`src/rtl/pfs_pkg.sv`:
```
package pfs_pkg;
   // bit positions inside the configuration/status byte
   localparam int unsigned BIT_STS  = 0;
   localparam int unsigned BIT_MODE = 1;
   localparam int unsigned BIT_DIS  = 2;

   typedef struct packed {
      logic dis;
      logic mode;
      logic sts;
   } pfs_cfg_t;
endpackage

```
`src/rtl/pfs_sync.sv`:
```
module pfs_sync #(
   parameter int unsigned STAGES = 2
) (
   input  logic clk,
   input  logic rst_n,
   input  logic d,
   output logic q
);
   logic [STAGES-1:0] chain;

   generate
      for (genvar i = 0; i < STAGES; i++) begin : g_stage
         if (i == 0) begin : g_first
            always_ff @(posedge clk or negedge rst_n) begin
               if (!rst_n) chain[0] <= 1'b0;
               else        chain[0] <= d;
            end
         end else begin : g_next
            always_ff @(posedge clk or negedge rst_n) begin
               if (!rst_n) chain[i] <= 1'b0;
               else        chain[i] <= chain[i-1];
            end
         end
      end
   endgenerate

   assign q = chain[STAGES-1];
endmodule

```
`src/rtl/pfs_filter.sv`:
```
module pfs_filter #(
   parameter int unsigned CYCLES = 4
) (
   input  logic clk,
   input  logic rst_n,
   input  logic en,
   input  logic sense,
   output logic active
);
   generate
      if (CYCLES == 1) begin : g_direct
         always_ff @(posedge clk or negedge rst_n) begin
            if (!rst_n) active <= 1'b0;
            else        active <= en & sense;
         end
      end else begin : g_count
         localparam int unsigned CNT_W = $clog2(CYCLES);
         localparam logic [CNT_W-1:0] LAST = CNT_W'(CYCLES - 1);
         logic [CNT_W-1:0] cnt;

         always_ff @(posedge clk or negedge rst_n) begin
            if (!rst_n) begin
               cnt    <= '0;
               active <= 1'b0;
            end else if (!en || !sense) begin
               cnt    <= '0;
               active <= 1'b0;
            end else if (cnt == LAST) begin
               active <= 1'b1;
            end else begin
               cnt <= cnt + 1'b1;
            end
         end
      end
   endgenerate


   no_early_detect_chk: assert property (@(posedge clk) disable iff (!rst_n)
      !sense |=> !active);

   off_blocks_chk: assert property (@(posedge clk) disable iff (!rst_n)
      !en |=> !active);
endmodule

```
`src/rtl/pfs_action.sv`:
```
module pfs_action #(
   parameter int unsigned HOLD = 6
) (
   input  logic clk,
   input  logic rst_n,
   input  logic active,
   input  logic mode,
   output logic rst_busy,
   output logic clk_en
);
   localparam int unsigned HW = $clog2(HOLD + 1);
   localparam logic [HW-1:0] HOLD_V = HW'(HOLD);
   logic [HW-1:0] hcnt;

   always_ff @(posedge clk or negedge rst_n) begin
      if (!rst_n) begin
         rst_busy <= 1'b0;
         hcnt     <= '0;
      end else if (!rst_busy) begin
         if (active && mode) begin
            rst_busy <= 1'b1;
            hcnt     <= HOLD_V;
         end
      end else if (active) begin
         hcnt <= HOLD_V;
      end else if (hcnt <= HW'(1)) begin
         rst_busy <= 1'b0;
         hcnt     <= '0;
      end else begin
         hcnt <= hcnt - 1'b1;
      end
   end

   // freeze only in mode 0 and never during a reset sequence
   assign clk_en = !(active && !mode && !rst_busy);


   rst_entry_chk: assert property (@(posedge clk) disable iff (!rst_n)
      (active && mode && !rst_busy) |=> rst_busy);

   hold_window_chk: assert property (@(posedge clk) disable iff (!rst_n)
      (rst_busy && !active && hcnt > HW'(1)) |=> rst_busy);
endmodule

```
`src/rtl/pfs_regs.sv`:
```
module pfs_regs
   import pfs_pkg::*;
#(
   parameter int unsigned ADDR_W = 8,
   parameter int unsigned DATA_W = 8,
   parameter logic [ADDR_W-1:0] REG_ADDR = ADDR_W'(8'hEF)
) (
   input  logic              clk,
   input  logic              por_n,
   input  logic [ADDR_W-1:0] addr,
   input  logic              we,
   input  logic [DATA_W-1:0] wdata,
   output logic [DATA_W-1:0] rdata,
   input  logic              det,
   input  logic              rst_busy,
   output pfs_cfg_t          cfg
);
   logic hit, wr_hit;

   assign hit    = (addr == REG_ADDR);
   assign wr_hit = we && hit && !rst_busy;

   always_ff @(posedge clk or negedge por_n) begin
      if (!por_n) begin
         cfg.dis  <= 1'b1;
         cfg.mode <= 1'b0;
      end else if (rst_busy) begin
         cfg.dis  <= 1'b1;
         cfg.mode <= 1'b0;
      end else if (wr_hit) begin
         cfg.dis  <= wdata[BIT_DIS];
         cfg.mode <= wdata[BIT_MODE];
      end
   end

   always_ff @(posedge clk or negedge por_n) begin
      if (!por_n)                        cfg.sts <= 1'b0;
      else if (det)                      cfg.sts <= 1'b1;
      else if (wr_hit && !wdata[BIT_STS]) cfg.sts <= 1'b0;
   end

   always_comb begin
      rdata = '0;
      if (hit) begin
         rdata[BIT_DIS]  = cfg.dis;
         rdata[BIT_MODE] = cfg.mode;
         rdata[BIT_STS]  = cfg.sts;
      end
   end


   sts_set_chk: assert property (@(posedge clk) disable iff (!por_n)
      det |=> cfg.sts);

   sts_sticky_chk: assert property (@(posedge clk) disable iff (!por_n)
      (cfg.sts && !(wr_hit && !wdata[BIT_STS])) |=> cfg.sts);

   cfg_revert_chk: assert property (@(posedge clk) disable iff (!por_n)
      rst_busy |=> (cfg.dis && !cfg.mode));
endmodule

```
`src/rtl/pwrfail_supervisor.sv`:
```
module pwrfail_supervisor
   import pfs_pkg::*;
#(
   parameter int unsigned ADDR_W      = 8,
   parameter int unsigned DATA_W      = 8,
   parameter logic [ADDR_W-1:0] REG_ADDR = ADDR_W'(8'hEF),
   parameter int unsigned SYNC_STAGES = 2,
   parameter int unsigned FILT_CYCLES = 4,
   parameter int unsigned RST_HOLD    = 6
) (
   input  logic              clk,
   input  logic              por_n,
   input  logic              supply_low_i,
   input  logic [ADDR_W-1:0] reg_addr,
   input  logic              reg_we,
   input  logic [DATA_W-1:0] reg_wdata,
   output logic [DATA_W-1:0] reg_rdata,
   output logic              clk_en_o,
   output logic              rst_req_o
);
   generate
      if (SYNC_STAGES < 2) begin : g_bad_sync
         $error("SYNC_STAGES must be at least 2");
      end
      if (FILT_CYCLES < 1) begin : g_bad_filt
         $error("FILT_CYCLES must be at least 1");
      end
      if (RST_HOLD < 1) begin : g_bad_hold
         $error("RST_HOLD must be at least 1");
      end
      if (DATA_W < 3) begin : g_bad_width
         $error("DATA_W must hold the three fields");
      end
   endgenerate

   logic     low_s, det, rst_busy, filt_en;
   pfs_cfg_t cfg;

   pfs_sync #(.STAGES(SYNC_STAGES)) u_sync (
      .clk(clk), .rst_n(por_n), .d(supply_low_i), .q(low_s));

   // detection stays armed during a reset sequence even though the
   // off flag has been forced back to 1
   assign filt_en = !cfg.dis || rst_busy;

   pfs_filter #(.CYCLES(FILT_CYCLES)) u_filter (
      .clk(clk), .rst_n(por_n), .en(filt_en), .sense(low_s), .active(det));

   pfs_action #(.HOLD(RST_HOLD)) u_action (
      .clk(clk), .rst_n(por_n), .active(det), .mode(cfg.mode),
      .rst_busy(rst_busy), .clk_en(clk_en_o));

   pfs_regs #(.ADDR_W(ADDR_W), .DATA_W(DATA_W), .REG_ADDR(REG_ADDR)) u_regs (
      .clk(clk), .por_n(por_n), .addr(reg_addr), .we(reg_we),
      .wdata(reg_wdata), .rdata(reg_rdata), .det(det),
      .rst_busy(rst_busy), .cfg(cfg));

   assign rst_req_o = rst_busy;


   sts_por_only_chk: assert property (@(posedge clk) disable iff (!por_n)
      $fell(rst_req_o) |-> $stable(cfg.sts) || cfg.sts);
endmodule

```
`config.mk`:
```
export PLATFORM = sky130hd
export DESIGN_NAME = pwrfail_supervisor
export DESIGN_NICKNAME = d
export VERILOG_FILES = /design/src/rtl/pfs_pkg.sv /design/src/rtl/pfs_sync.sv /design/src/rtl/pfs_filter.sv /design/src/rtl/pfs_action.sv /design/src/rtl/pfs_regs.sv /design/src/rtl/pwrfail_supervisor.sv
export SDC_FILE = /design/constraint.sdc
export NUM_CORES = 1
export LEC_CHECK = 0
export BUFFER_PORTS_ARGS = -buffer_cell sky130_fd_sc_hd__buf_2
export CORE_MARGIN = 2
export CORE_UTILIZATION = 25
export DETAILED_ROUTE_END_ITERATION = 10
export PLACE_DENSITY = 0.49
export SYNTH_ARGS = -nofsm -noshare
export SYNTH_HDL_FRONTEND = slang
export SYNTH_HIERARCHICAL = 1
export SYNTH_SLANG_ARGS = --single-unit
export TNS_END_PERCENT = 20
```
`constraint.sdc`:
```
create_clock -name clk -period 1.6 [get_ports clk]
set_input_delay 0.32 -clock clk [delete_from_list [all_inputs] [get_ports clk]]
set_output_delay 0.32 -clock clk [all_outputs]
set_load 0.01 [all_outputs]
```
== Yosys cells after proc, flatten, opt, wreduce, memory -nomap -nowiden ==
Cells that the tools add are included.

* Flip-flop bits (word level): 12
* Latch bits: 0
* Memory bits (writable): 0
* ROM bits: 0
* Bits of input ports: 20
* Output and inout port bits: 10
* Logic and storage cells: 51
* Memories: 0

* Add/sub/neg operators: 2
* $mul: 0
* Div/mod/pow operators: 0
* Order comparisons: 1
* Equal/unequal tests: 3
* Shifts and indexed selects: 0
* Multiplexer cells: 17
* Bitwise operators: 0
* Reductions and logical operators: 19

{| class="wikitable"
|+ Operators by type and width
! cell !! count
|-
| 3-bit 2-to-1 mux || 5
|-
| 8-bit == test (second input constant) || 1
|-
| 1-bit 2-to-1 mux || 8
|-
| 2-bit 2-to-1 mux || 4
|-
| 2-bit nonzero test || 4
|-
| 1-bit logical NOT || 7
|-
| 1-bit logical AND || 6
|-
| 3-bit by 1-bit <= comparator with 1-bit output (second input constant) || 1
|-
| 3-bit by 1-bit subtractor with 3-bit output (second input constant) || 1
|-
| 2-bit by 1-bit adder with 2-bit output (second input constant) || 1
|-
| 2-bit == test (second input constant) || 1
|-
| 1-bit logical OR || 2
|-
| 2-bit by 1-bit != test with 1-bit output (second input constant) || 1
|}

== Logic depth before layout (Yosys ltp) ==
* Depth after elaboration: 6
* Gate-level depth with buffers: 5
* Mapped depth without buffers: 5

== Hierarchy ==
Netlist, hierarchy kept.

{| class="wikitable"
|+ By module, submodules not included
! module !! instances !! cells each !! area each (µm²) !! sequential area each (µm²)
|-
| pfs_regs || 1 || 26 || 250.2 || 76.3
|-
| pfs_action || 1 || 24 || 231.5 || 100.1
|-
| pfs_filter || 1 || 11 || 125.1 || 75.1
|-
| pfs_sync || 1 || 2 || 50.0 || 50.0
|-
| pwrfail_supervisor || 1 || 1 || 6.3 || 0.0
|}

== Least setup slack after synthesis ==
Ideal clock, no wire load.

* Path type: reg-to-output
* Start: register u_action.rst_busy
* End: output port clk_en_o
* Arrival: 0.933 ns
* Data required time: 1.280 ns
* Slack: 0.347 ns
* Cell stages (with the launch flop): 2
* Buffers on the path: 0
* Cells stage by stage: dfrtp_1 > or3_1

* Word-level cells in the longest chain between the ends: 3

{| class="wikitable"
|+ Ends and longest elaborated chain
! item !! RTL line !! text
|-
| start: declaration || pfs_action.sv:8 || <nowiki>output logic rst_busy,</nowiki>
|-
| start signal: assignment || pfs_action.sv:17 || <nowiki>rst_busy <= 1'b0;</nowiki>
|-
| start signal: assignment || pfs_action.sv:21 || <nowiki>rst_busy <= 1'b1;</nowiki>
|-
| start signal: assignment || pfs_action.sv:27 || <nowiki>rst_busy <= 1'b0;</nowiki>
|-
| 1-bit logical NOT || pfs_action.sv:35 || <nowiki>assign clk_en = !(active && !mode && !rst_busy);</nowiki>
|-
| 1-bit logical AND || pfs_action.sv:35 ||
|-
| 1-bit logical NOT || pfs_action.sv:35 ||
|-
| end: declaration || pwrfail_supervisor.sv:18 || <nowiki>output logic clk_en_o,</nowiki>
|}

No other way between the ends.

== Worst setup path after layout ==
* Start: register u_filter.active
* End: output port clk_en_o

* Word-level cells in the longest chain between the ends: 3

{| class="wikitable"
|+ Ends and longest elaborated chain
! item !! RTL line !! text
|-
| start: declaration || pfs_filter.sv:8 || <nowiki>output logic active</nowiki>
|-
| start signal: assignment || pfs_filter.sv:24 || <nowiki>active <= 1'b0;</nowiki>
|-
| start signal: assignment || pfs_filter.sv:27 || <nowiki>active <= 1'b0;</nowiki>
|-
| start signal: assignment || pfs_filter.sv:29 || <nowiki>active <= 1'b1;</nowiki>
|-
| 1-bit logical AND (2 in a row) || pfs_action.sv:35 ||
|-
| 1-bit logical NOT || pfs_action.sv:35 ||
|}

No other way between the ends.

==> results_dict.tcl <==
set metrics [dict create \
    min_from "supply_low_i" \
    synth.yosys.seq_area_share 0.455 \
    cp.required_ns 1.28 \
    r2r-end "u_action/hcnt[1]" \
    path_max_fanout 3 \
    setup_slack_ns 0.0935 \
    async_reset_ff_frac 1.00 \
    post_drt_wl_per_cell_um 10.1 \
    grt_pass1_wl_um 2110 \
    min_to "u_sync/chain[0]" \
    firstDrtPassIters 3 \
    via_per_inst 4.30 \
    drcViolationCount 0 \
    htreeDepth 1 \
    drv_cap 0 \
    rr_worst_depth 5 \
    p_leak_nw 0.414 \
    synth_edf_count 0 \
    r2r_slack_ns 0.41 \
    fp.dieW_um 55.5 \
    cp-end-kind "primary output" \
    cts.clk_slew.worst_paths_ns 0.08 \
    cts_sinks 12 \
    cts_tree "yes" \
    die_y_um 55.5 \
    slowest_stage "dfrtp_1" \
    crit_arrival_ns 1.19 \
    syn-cell-area_sq_um 663 \
    setup-tns-final_ns 0 \
    stdcell_area_sq_um 825 \
    drt_iter0_markers 6 \
    ys_ff_latch 12 \
    port_buffers 19 \
    pin_count 30 \
    n_antenna_cell 0 \
    gp_congestion 0.702 \
    avgSynthCellArea_sq_um 10.4 \
    grtUsageTotal 0.0890 \
    insertion_delay_ns 0.27 \
    start_kind "flip-flop" \
    rsz0062_at_grt "no" \
    cts_resized 0 \
    fin_util 0.330 \
    antenna_found_initial 0 \
    drive_gt1_frac 0.326 \
    core_sq_um 2500 \
    finalMaxSlewViolations 0 \
    cts_buffer_depth 2 \
    floorplan.initialDensity 0.265 \
    die-area_sq_um 3080 \
    cpPeakStageDelay_ns 0.35 \
    hp-class "input pin to flip-flop" \
    hpwl_um 1010 \
    fin_cells 119 \
    vdd_ir_drop_max_mv 0.376 \
    grt_pass1_vias 508 \
    fin_hold_ws_ns 0.156 \
    place_ws_ns 0.256 \
    path_class "flip-flop to primary output" \
    final_antenna_net_count 0 \
    hold_viol_final 0 \
    gr-total-overflow 0 \
    drt-total-wl_um 1210 \
    num_rows 18 \
    cts_made_buffers 3 \
    fin_skew_ns 0.00672 \
    period_share 0.942 \
    grt_max_degree 14 \
    ys_types 25 \
    synth-main-ff-cell "dfrtp_1" \
    power_mw 0.558 \
    nets 113 \
    setup_violations 0 \
    root_buffer "clkbuf_4" \
    placed_cells 114 \
    status "completed" \
    place_area_sq_um 788 \
    synth_warnings 6 \
    whs_path_depth 1 \
    r2r_start "u_action/hcnt[1]" \
    syn_to_final_growth_pct 24.3 \
    cp_cell_sequence "inv_1, or3_1, buf_2" \
    p_per_area_nw_per_um2 676 \
    vias 512 \
    fmax_mhz 664 \
    syn_inst 64 \
    fin_crit_ns 1.51 \
]
## worst max-delay path, delay by kind of cell, from the launching register on
kind | cells | cell delay, ns
AND/OR/NAND/NOR | 1 | 0.34
flip-flops | 1 | 0.35
buffers and inverters | 2 | 0.22
## cells by family (layout without fill, tap and decap cells)
logic type	count (synthesis)	after routing	synth area share
other	1	5	0.00565
buffers and inverters	9	30	0.0792
XOR/XNOR	1	1	0.0132
multiplexers	3	3	0.0453
AO/OA/AOI/OAI	7	7	0.0849
AND/OR/NAND/NOR	28	28	0.260
adder cells (fa/ha/maj)	3	3	0.0566
flip-flops	12	12	0.455
## synthesized netlist by cell type, drive strengths merged (2+ instances only)
| master | number | share of area |
|---|---|---|
| a21oi | 2 | 0.015 |
| and2 | 3 | 0.028 |
| buf | 5 | 0.057 |
| dfrtp | 11 | 0.42 |
| ha | 3 | 0.057 |
| inv | 4 | 0.023 |
| mux2i | 3 | 0.045 |
| nand2 | 5 | 0.028 |
| nand2b | 3 | 0.028 |
| nand4b | 2 | 0.049 |
| nor2 | 9 | 0.051 |
| nor3 | 3 | 0.040 |
## final cells by class
type	count	area, sq um
Inverter	4	15.0
Multi-Input combinational cell	47	324
Timing Repair Buffer	22	120
Clock buffer	4	26.3
Sequential cell	12	302
Tap cell	30	37.5
Fill cell	272	1680
## worst max path at each step
stage / from / end / cells past startpoint
global route: u_filter/active / clk_en_o / 3
floorplan: u_action/rst_busy / clk_en_o / 1
CTS: u_filter/active / clk_en_o / 3
finish: u_filter/active / clk_en_o / 3
global placement: reg_addr[4] / reg_rdata[0] / 5
detailed placement: reg_addr[4] / reg_rdata[0] / 5
## placed cells by master, fill, tap and decap left out, drive strengths merged, types with 2 or more instances in the layout
cell and count:
a21oi 2, nand2 5, nand4b 2, inv 4
and2 3, nand2b 3, conb 5, ha 3
dfrtp 11, buf 21, nor3 3, mux2i 3
nor2 9, clkbuf 4
## report_power, final
part / switching [mW] / internal (mW)
Combinational: 0.0255 / 0.0210
Sequential: 0.00385 / 0.311
Clock: 0.100 / 0.0965
Total: 0.129 / 0.428
## state kept, by name, indices dropped and copies added, names as in the netlist
name / count
u_action/hcnt: 3
u_filter/active: 1
u_filter/g_count.cnt: 2
u_sync/q: 1
u_regs/cfg: 3
u_action/rst_busy: 1
u_sync/chain: 1
## layer usage
metal | up-vias | track usage | part of all wire
li1 | 256 | - | -
met3 | 4 | 0.0141 | 0.031
met2 | 12 | 0.139 | 0.52
met5 | - | 0 | 0
met4 | 0 | 0.0732 | 0.026
met1 | 240 | 0.106 | 0.43
## timing repair
| item | CTS | global route |
|---|---|---|
| buffers inserted | 0 | 0 |
| hold endpoints to repair | 11 | 0 |
| hold buffers | 1 | 0 |
No activity file was read; power rests on OpenSTA's default activity.
